`src/rtl/irq_aggr_pkg.sv`:
```
package irq_aggr_pkg;

    typedef enum logic [1:0] {
        LT_REARM = 2'd0,
        LT_ARMED = 2'd1,
        LT_PEND  = 2'd2
    } latch_st_t;

    localparam int LVL_W  = 3;
    localparam int BYTE_W = 8;

endpackage

```
`src/rtl/irq_latch_cell.sv`:
```
module irq_latch_cell
    import irq_aggr_pkg::*;
(
    input  logic clk,
    input  logic rst_n,
    input  logic src_i,
    input  logic clr_i,
    output logic pend_o
);

    latch_st_t st_q, st_d;

    always_ff @(posedge clk or negedge rst_n) begin
        if (!rst_n) st_q <= LT_REARM;
        else        st_q <= st_d;
    end

    always_comb begin
        st_d = st_q;
        unique case (st_q)
            LT_REARM: if (!src_i) st_d = LT_ARMED;
            LT_ARMED: if (src_i)  st_d = LT_PEND;
            LT_PEND:  if (clr_i)  st_d = src_i ? LT_REARM : LT_ARMED;
            default:              st_d = LT_REARM;
        endcase
    end

    assign pend_o = (st_q == LT_PEND);

endmodule

```
`src/rtl/irq_prio_enc.sv`:
```
module irq_prio_enc
    import irq_aggr_pkg::*;
#(
    parameter int                       N_SRC    = 10,
    parameter logic [N_SRC*LVL_W-1:0]   LVL_MAP  = '0,
    parameter logic [N_SRC-1:0]         NMI_MASK = '0
) (
    input  logic [N_SRC-1:0] pend_i,
    input  logic [N_SRC-1:0] en_i,
    output logic [LVL_W-1:0] lvl_o
);

    always_comb begin
        lvl_o = '0;
        for (int i = 0; i < N_SRC; i++) begin
            if (pend_i[i] && (en_i[i] || NMI_MASK[i]) &&
                (LVL_MAP[i*LVL_W +: LVL_W] > lvl_o))
                lvl_o = LVL_MAP[i*LVL_W +: LVL_W];
        end
    end

endmodule

```
`src/rtl/irq_regbank.sv`:
```
module irq_regbank
    import irq_aggr_pkg::*;
#(
    parameter int N_SRC  = 10,
    parameter int ADDR_W = 2
) (
    input  logic              clk,
    input  logic              rst_n,
    input  logic              rd_en_i,
    input  logic              wr_en_i,
    input  logic [ADDR_W-1:0] addr_i,
    input  logic [BYTE_W-1:0] wdata_i,
    input  logic [N_SRC-1:0]  pend_i,
    output logic [N_SRC-1:0]  clr_o,
    output logic [N_SRC-1:0]  en_o,
    output logic [BYTE_W-1:0] rdata_o
);

    localparam int NB = (N_SRC + BYTE_W - 1) / BYTE_W;

    logic [N_SRC-1:0]  mask_q;
    logic [BYTE_W-1:0] rd_mux;

    always_comb begin
        for (int i = 0; i < N_SRC; i++)
            clr_o[i] = wr_en_i && (addr_i == ADDR_W'(i / BYTE_W)) &&
                       wdata_i[i % BYTE_W];
    end

    always_comb begin
        rd_mux = '0;
        for (int i = 0; i < N_SRC; i++) begin
            if (addr_i == ADDR_W'(i / BYTE_W))
                rd_mux[i % BYTE_W] = pend_i[i];
            if (addr_i == ADDR_W'(NB + i / BYTE_W))
                rd_mux[i % BYTE_W] = mask_q[i];
        end
    end

    always_ff @(posedge clk or negedge rst_n) begin
        if (!rst_n) begin
            mask_q  <= '1;
            rdata_o <= '0;
        end else begin
            if (rd_en_i) rdata_o <= rd_mux;
            for (int i = 0; i < N_SRC; i++) begin
                if (wr_en_i && (addr_i == ADDR_W'(NB + i / BYTE_W)))
                    mask_q[i] <= wdata_i[i % BYTE_W];
            end
        end
    end

    assign en_o = mask_q;

endmodule

```
`src/rtl/irq_aggr.sv`:
```
module irq_aggr
    import irq_aggr_pkg::*;
#(
    parameter int                     N_SRC     = 10,
    parameter int                     ADDR_W    = 2,
    parameter int                     WDOG_IDX  = 8,
    parameter int                     HWERR_IDX = 9,
    parameter logic [N_SRC*3-1:0]     LVL_MAP   = {3'd4, 3'd7, 3'd4, 3'd4,
                                                   3'd1, 3'd1, 3'd1, 3'd1,
                                                   3'd5, 3'd5},
    parameter logic [N_SRC-1:0]       NMI_MASK  = N_SRC'(1) << WDOG_IDX
) (
    input  logic              clk,
    input  logic              rst_n,
    input  logic [N_SRC-1:0]  src_i,
    input  logic              act_pass_i,
    input  logic              man_rst_i,
    input  logic              rd_en_i,
    input  logic              wr_en_i,
    input  logic [ADDR_W-1:0] addr_i,
    input  logic [7:0]        wdata_i,
    output logic [7:0]        rdata_o,
    output logic [2:0]        irq_lvl_o,
    output logic [3:0]        mate_o
);

    logic [N_SRC-1:0] pend_w;
    logic [N_SRC-1:0] clr_w;
    logic [N_SRC-1:0] en_w;

    for (genvar g = 0; g < N_SRC; g++) begin : g_cell
        irq_latch_cell u_cell (
            .clk    (clk),
            .rst_n  (rst_n),
            .src_i  (src_i[g]),
            .clr_i  (clr_w[g]),
            .pend_o (pend_w[g])
        );
    end

    irq_regbank #(
        .N_SRC  (N_SRC),
        .ADDR_W (ADDR_W)
    ) u_regs (
        .clk     (clk),
        .rst_n   (rst_n),
        .rd_en_i (rd_en_i),
        .wr_en_i (wr_en_i),
        .addr_i  (addr_i),
        .wdata_i (wdata_i),
        .pend_i  (pend_w),
        .clr_o   (clr_w),
        .en_o    (en_w),
        .rdata_o (rdata_o)
    );

    irq_prio_enc #(
        .N_SRC    (N_SRC),
        .LVL_MAP  (LVL_MAP),
        .NMI_MASK (NMI_MASK)
    ) u_enc (
        .pend_i (pend_w),
        .en_i   (en_w),
        .lvl_o  (irq_lvl_o)
    );

    always_ff @(posedge clk or negedge rst_n) begin
        if (!rst_n) mate_o <= '0;
        else        mate_o <= {man_rst_i, act_pass_i, src_i[HWERR_IDX], src_i[WDOG_IDX]};
    end

endmodule

```
`config.mk`:
```
export PLATFORM = sky130hd
export DESIGN_NAME = irq_aggr
export DESIGN_NICKNAME = d
export VERILOG_FILES = /design/src/rtl/irq_aggr_pkg.sv /design/src/rtl/irq_latch_cell.sv /design/src/rtl/irq_prio_enc.sv /design/src/rtl/irq_regbank.sv /design/src/rtl/irq_aggr.sv
export SDC_FILE = /design/constraint.sdc
export NUM_CORES = 1
export LEC_CHECK = 0
export ABC_CLOCK_PERIOD_IN_PS = 1260
export BUFFER_PORTS_ARGS = -buffer_cell sky130_fd_sc_hd__buf_4
export CORE_ASPECT_RATIO = 0.5
export CORE_MARGIN = 2
export CORE_UTILIZATION = 48
export CTS_CLUSTER_DIAMETER = 120
export CTS_CLUSTER_SIZE = 30
export DETAILED_ROUTE_END_ITERATION = 10
export GPL_ROUTABILITY_DRIVEN = 1
export HOLD_SLACK_MARGIN = 0.05
export PLACE_DENSITY = 0.79
export RECOVER_POWER = 100
export SETUP_SLACK_MARGIN = 0.1
export SYNTH_ARGS = -nofsm -noshare
export SYNTH_HDL_FRONTEND = slang
export SYNTH_HIERARCHICAL = 1
export SYNTH_SLANG_ARGS = --single-unit
```
`constraint.sdc`:
```
create_clock -name clk -period 1.26 [get_ports clk]
set_input_delay 0.315 -clock clk [delete_from_list [all_inputs] [get_ports clk]]
set_output_delay 0.315 -clock clk [all_outputs]
set_load 0.02 [all_outputs]
```
## Yosys cells after proc, flatten, opt, wreduce, memory -nomap -nowiden

Index checks and enable logic that the tools add are counted.

- Magnitude comparators: 9
- Eq/ne operators: 53
- Reductions and logical operators: 53
- Muxes and demuxes: 80

Operators with widths:

| kind | number |
|---|---|
| $mux W2 | 30 |
| $pmux W2 S3 | 10 |
| $ne A2 B2 Y1 const B | 20 |
| $logic_and A1 B1 Y1 | 32 |
| $mux W1 | 30 |
| $mux W3 | 10 |
| $reduce_and A3 Y1 | 10 |
| $eq A2 B2 Y1 const B | 12 |
| $eq A2 B1 Y1 const B | 11 |
| $logic_not A2 Y1 | 11 |
| $ne A2 B1 Y1 const B | 10 |
| $gt A3 B3 Y1 const A | 5 |
| $gt A1 B3 Y1 const A | 4 |

- Input port bits: 26
- Register bits: 42
- Logic and storage cells: 209
- Output and inout port bits: 15

## Longest topological paths before layout

- Depth in word-level cells: 30
- Depth in mapped cells: 5
- Gate-level depth less buffers: 5

## By module

Netlist, hierarchy kept.

By module, submodules not included:

| module | area an instance (um^2) | seq. area each (um^2) | instances | cells an instance |
|---|---|---|---|---|
| irq_latch_cell | 91.3 | 50.0 | 10 | 8 |
| irq_regbank | 910.9 | 462.9 | 1 | 74 |
| irq_aggr | 100.1 | 100.1 | 1 | 4 |
| irq_prio_enc | 52.6 | 0.0 | 1 | 8 |

## Worst setup path after synthesis

No wires, ideal clock.

- Path type: flip-flop to output port
- From: register g_cell[9].u_cell.st_q[1]
- To: output port irq_lvl_o[0]
- Data arrival time: 1.159 ns
- Path buffers: 0
- Required time: 0.945 ns
- Cell stages (with the launch flop): 6
- Setup slack: -0.214 ns
- Path through: dfrtp_1 nand2b_1 inv_1 a222oi_1 o21ai_1 nand2_1

- Longest elaborated chain between the ends: 4

Ends and longest elaborated chain:

| what | line | text |
|---|---|---|
| start: declaration | irq_latch_cell.sv:11 | `latch_st_t st_q, st_d;` |
| start signal: assignment | irq_latch_cell.sv:15 | `else st_q <= st_d;` |
| $eq A2 B2 Y1 | irq_latch_cell.sv:28 | `assign pend_o = (st_q == LT_PEND);` |
| via pend_w[9] | irq_aggr.sv:27 | `logic [N_SRC-1:0] pend_w;` |
| $logic_and A1 B1 Y1 (2 in series) | irq_prio_enc.sv:16 | `if (pend_i[i] && (en_i[i] \|\| NMI_MASK[i]) &&` |
| $mux W3 | irq_prio_enc.sv:16 |  |
| end: declaration | irq_aggr.sv:23 | `output logic [2:0] irq_lvl_o,` |

The timed path passes the listed nets, and every way through them passes these cells.

## Worst setup path in the final report

- From: register g_cell[7].u_cell.st_q[1]
- To: output port irq_lvl_o[0]

- Longest elaborated chain between the ends: 10

Ends and longest elaborated chain:

| what | line | text |
|---|---|---|
| start: declaration | irq_latch_cell.sv:11 |  |
| start signal: assignment | irq_latch_cell.sv:15 |  |
| $eq A2 B2 Y1 * | irq_latch_cell.sv:28 |  |
| via pend_w[7] | irq_aggr.sv:27 |  |
| $logic_and A1 B1 Y1 * (2 in series) | irq_prio_enc.sv:16 |  |
| $mux W3 * | irq_prio_enc.sv:16 |  |
| $gt A3 B3 Y1 | irq_prio_enc.sv:17 | `(LVL_MAP[i*LVL_W +: LVL_W] > lvl_o))` |
| $logic_and A1 B1 Y1 | irq_prio_enc.sv:16 |  |
| $mux W3 * | irq_prio_enc.sv:16 |  |
| $gt A3 B3 Y1 | irq_prio_enc.sv:17 |  |
| $logic_and A1 B1 Y1 | irq_prio_enc.sv:16 |  |
| $mux W3 * | irq_prio_enc.sv:16 |  |

Mark *: on every way through the listed nets, which the timed path passes. The rest lies on a longest branch.

==> impl_metrics.yaml <==
power:
  leakagePower_uw: 0.001324
  vdd_drop_max_v: 0.0007913
  p_per_area_nw_per_um2: 1687
  p_total_uw: 4616
sta:
  setup_violations: 6
  rsz0062_at_grt: "yes"
  hold_violations: 0
  clock_skew_ns: 0.007707
  fin_crit_sh: 1.477
  setup_ws_ns: -0.6016
  fin_crit_ns: 1.862
  slew_headroom: 0.6265
  drv_slew: 0
  tightest_slew_ns: 0.5602
  fmax_mhz: 537.2
final_layout:
  drive_gt1_frac: 0.5236
  final_cells: 308
  final_nets: 279
  antennaDiodeCount: 0
  fin_util: 0.6974
  area_delta_synth_final_pct: 38.42
yosys:
  syn_area_um2: 1977
  synth_enable_flop_cells: 0
  synth.area.top_cells: "dfrtp_1 (41%), dfstp_2 (13%), nand2b_1 (7.3%)"
  syn_area_per_cell_um2: 11.91
  synth_most_common_cell: "dfrtp_1"
  synth.distinct_cells: 25
  syn-num-nets: 192
  yosys.area.top_type_share: 0.4051
  yosys-top-cells-count: "dfrtp_1 (32), nand2b_1 (23), inv_1 (16)"
  seq_area_frac_synth: 0.5380
  ys_ff_latch: 42
  ys.flop_type: "dfrtp_1"
  synth_top_cell_by_area: "dfrtp_1"
  yosysWarningCount: 6
  netlist_instances: 166
  async_flop_share: 1.000
floorplanning:
  ios: 41
  rows: 16
  die_y_um: 49.38
  die_area_um2: 4679
  core_um2: 3924
  die_width_um: 94.76
  initial_core_util: 0.5038
setup_path:
  crit_type: "flip-flop to output pin"
  cp-start-kind: "flip-flop"
  path_max_fanout: 2
  end_kind: "output pin"
  cp_slowest_stage_delay_ns: 0.41
  cp.required_ns: 0.94
  crit_chain: "nand2b_4 -> inv_1 -> a222oi_1 -> o21ai_1 -> nand2_2 -> buf_6"
  critPathTopFamily: "compound AO/OA/AOI/OAI gates"
  arrival_ns: 1.55
  cpMaxStageDelayCell: "dfrtp_1"
  cp_num_buf_inv: 2
clock_network:
  tritoncts: "yes"
  htreeDepth: 2
  clock_latency_ns: 0.29
  clk_pin_slew_ns: 0.08
  root_buffer: "clkbuf_8"
  clock-sinks: 42
  cts_buffers: 5
  clockBufferDepth: 2
route:
  wirelength_mm: 4.519
  drc: 0
  routed_via_density: 5.023
  ant_nets: 0
  drt_iter0_drc: 77
  drtPass1Iterations: 4
  dr_total_vias: 1547
  post_drt_wl_per_cell_um: 14.67
global_route:
  globalRouteOverflowTotal: 0
  track_usage: 0.2177
  grt_max_degree: 43
  antenna_found_initial: 0
  grt_pass1_wl_mm: 7.755
  grt_pass1_vias: 1683
flow_run:
  drv_cap: 0
place:
  numPortBuffers: 40
  dp.cells: 288
  hpwlAfterDp_mm: 3.213
  dpl_worst_slack_ns: -0.3165
  place_congestion: 0.7690
worst_hold_path:
  hold_path_class: "input pin to flip-flop"
outcome:
  status: "finished with violations"
  violations: "negative setup slack"
## layout by cell type (no fill, tap or decap)
| cell | n |
|---|---|
| buf_6 | 4 |
| o21ai_1 | 1 |
| and2_0 | 6 |
| nand2_2 | 1 |
| a21oi_1 | 1 |
| nand2b_4 | 3 |
| clkinv_2 | 2 |
| inv_2 | 2 |
| dfstp_2 | 10 |
| nand2_1 | 3 |
| nand2b_1 | 20 |
| a21oi_2 | 9 |
| o22ai_1 | 6 |
| a22o_1 | 2 |
| clkbuf_2 | 12 |
| dfrtp_1 | 32 |
| nand3_1 | 1 |
| a221oi_4 | 1 |
| nor3b_1 | 1 |
| mux2i_1 | 10 |
| clkbuf_8 | 5 |
| nand3b_4 | 1 |
| mux2_2 | 10 |
| inv_4 | 1 |
| nor3b_2 | 2 |
| buf_4 | 59 |
| dlygate4sd3_1 | 1 |
| clkbuf_1 | 6 |
| o221ai_1 | 2 |
| and2_1 | 2 |
| o21ai_0 | 3 |
| nand3b_1 | 10 |
| o21ai_2 | 7 |
| inv_1 | 13 |
| a222oi_1 | 1 |
| clkbuf_4 | 4 |
## state kept, by name (all words and copies together), names as in the netlist
name / cells
g_cell.u_cell/st_q: 20
u_regs/en_o: 10
u_regs/rdata_o: 8
mate_o: 4
## area by class of cell
cell class | count | area (um^2)
clock buffers | 6 | 72.57
clock inverters | 2 | 10.01
fillers | 303 | 1187
inverters | 16 | 62.56
multi-input cells | 103 | 853.3
flip-flops and latches | 42 | 1064
well taps | 54 | 67.56
repair buffers | 85 | 606.8
## routing by layer
metal / vias to the layer above / part of all wire / track usage
met5: - / 0 / 0
met4: 0 / 0.0066 / 0.04106
met3: 4 / 0.040 / 0.06028
met2: 33 / 0.51 / 0.3735
met1: 762 / 0.44 / 0.2790
li1: 748 / - / -
## final timing paths
kind	from	end	cells past startpoint	slack [ns]
setup reg to reg	g_cell[8].u_cell/st_q[1]$_DFFE_PN0P_	u_regs/rdata_o[0]$_DFFE_PN0P_	5	0.18
hold / removal	man_rst_i	mate_o[3]$_DFF_PN0_	1	0.15
min in group asynchronous	rst_n	g_cell[3].u_cell/st_q[0]$_DFFE_PN0P_	2	0.58
hold reg to reg	g_cell[1].u_cell/st_q[1]$_DFFE_PN0P_	g_cell[1].u_cell/st_q[0]$_DFFE_PN0P_	1	0.49
setup / recovery	g_cell[7].u_cell/st_q[1]$_DFFE_PN0P_	irq_lvl_o[0]	6	-0.60
max in group asynchronous	rst_n	u_regs/en_o[0]$_DFFE_PN1P_	2	0.30
## cell families after synthesis
logic type      after synthesis  synth area share
flops                        42            0.5380
simple gates                 50            0.1702
buf+inv                      21           0.04684
mux                          20            0.1076
compound gates               33            0.1373
## worst reg2reg max path: cells and delay by family, from the launching register on
family | cells | cell delay (ns)
AND/OR/NAND/NOR | 1 | 0.10
AO/OA/AOI/OAI | 1 | 0.13
buffers and inverters | 2 | 0.16
multiplexers | 1 | 0.15
flip-flops | 1 | 0.42
## per-stage QoR
stage          area (um^2)  hold slack, ns  TNS, ns
5_1_grt               2736          0.1357   -2.405
3_3_place_gp          2585          0.3237  -0.5963
2_1_floorplan         2002         0.01941  -0.2939
6_report              2736          0.1536   -1.340
3_5_place_dp          2585          0.3325  -0.7112
4_1_cts               2774          0.1242   -1.311
## timing repair
item / CTS / global route
hold buffers: 1 / 0
gates resized for setup: 13 / 7
buffers inserted: 6 / 6
endpoints found under the setup margin: 8 / 11
pin swaps: 2 / 1
endpoints found under the hold margin: 32 / 0
## power breakdown
| part | switching, uW | leakage [uW] | internal, uW |
|---|---|---|---|
| Sequential | 219 | 0.000508 | 1710 |
| Combinational | 808 | 0.000771 | 1050 |
| Clock | 448 | 0.0000450 | 384 |
| Total | 1480 | 0.00132 | 3140 |
Power figures use the tool's default switching activity.
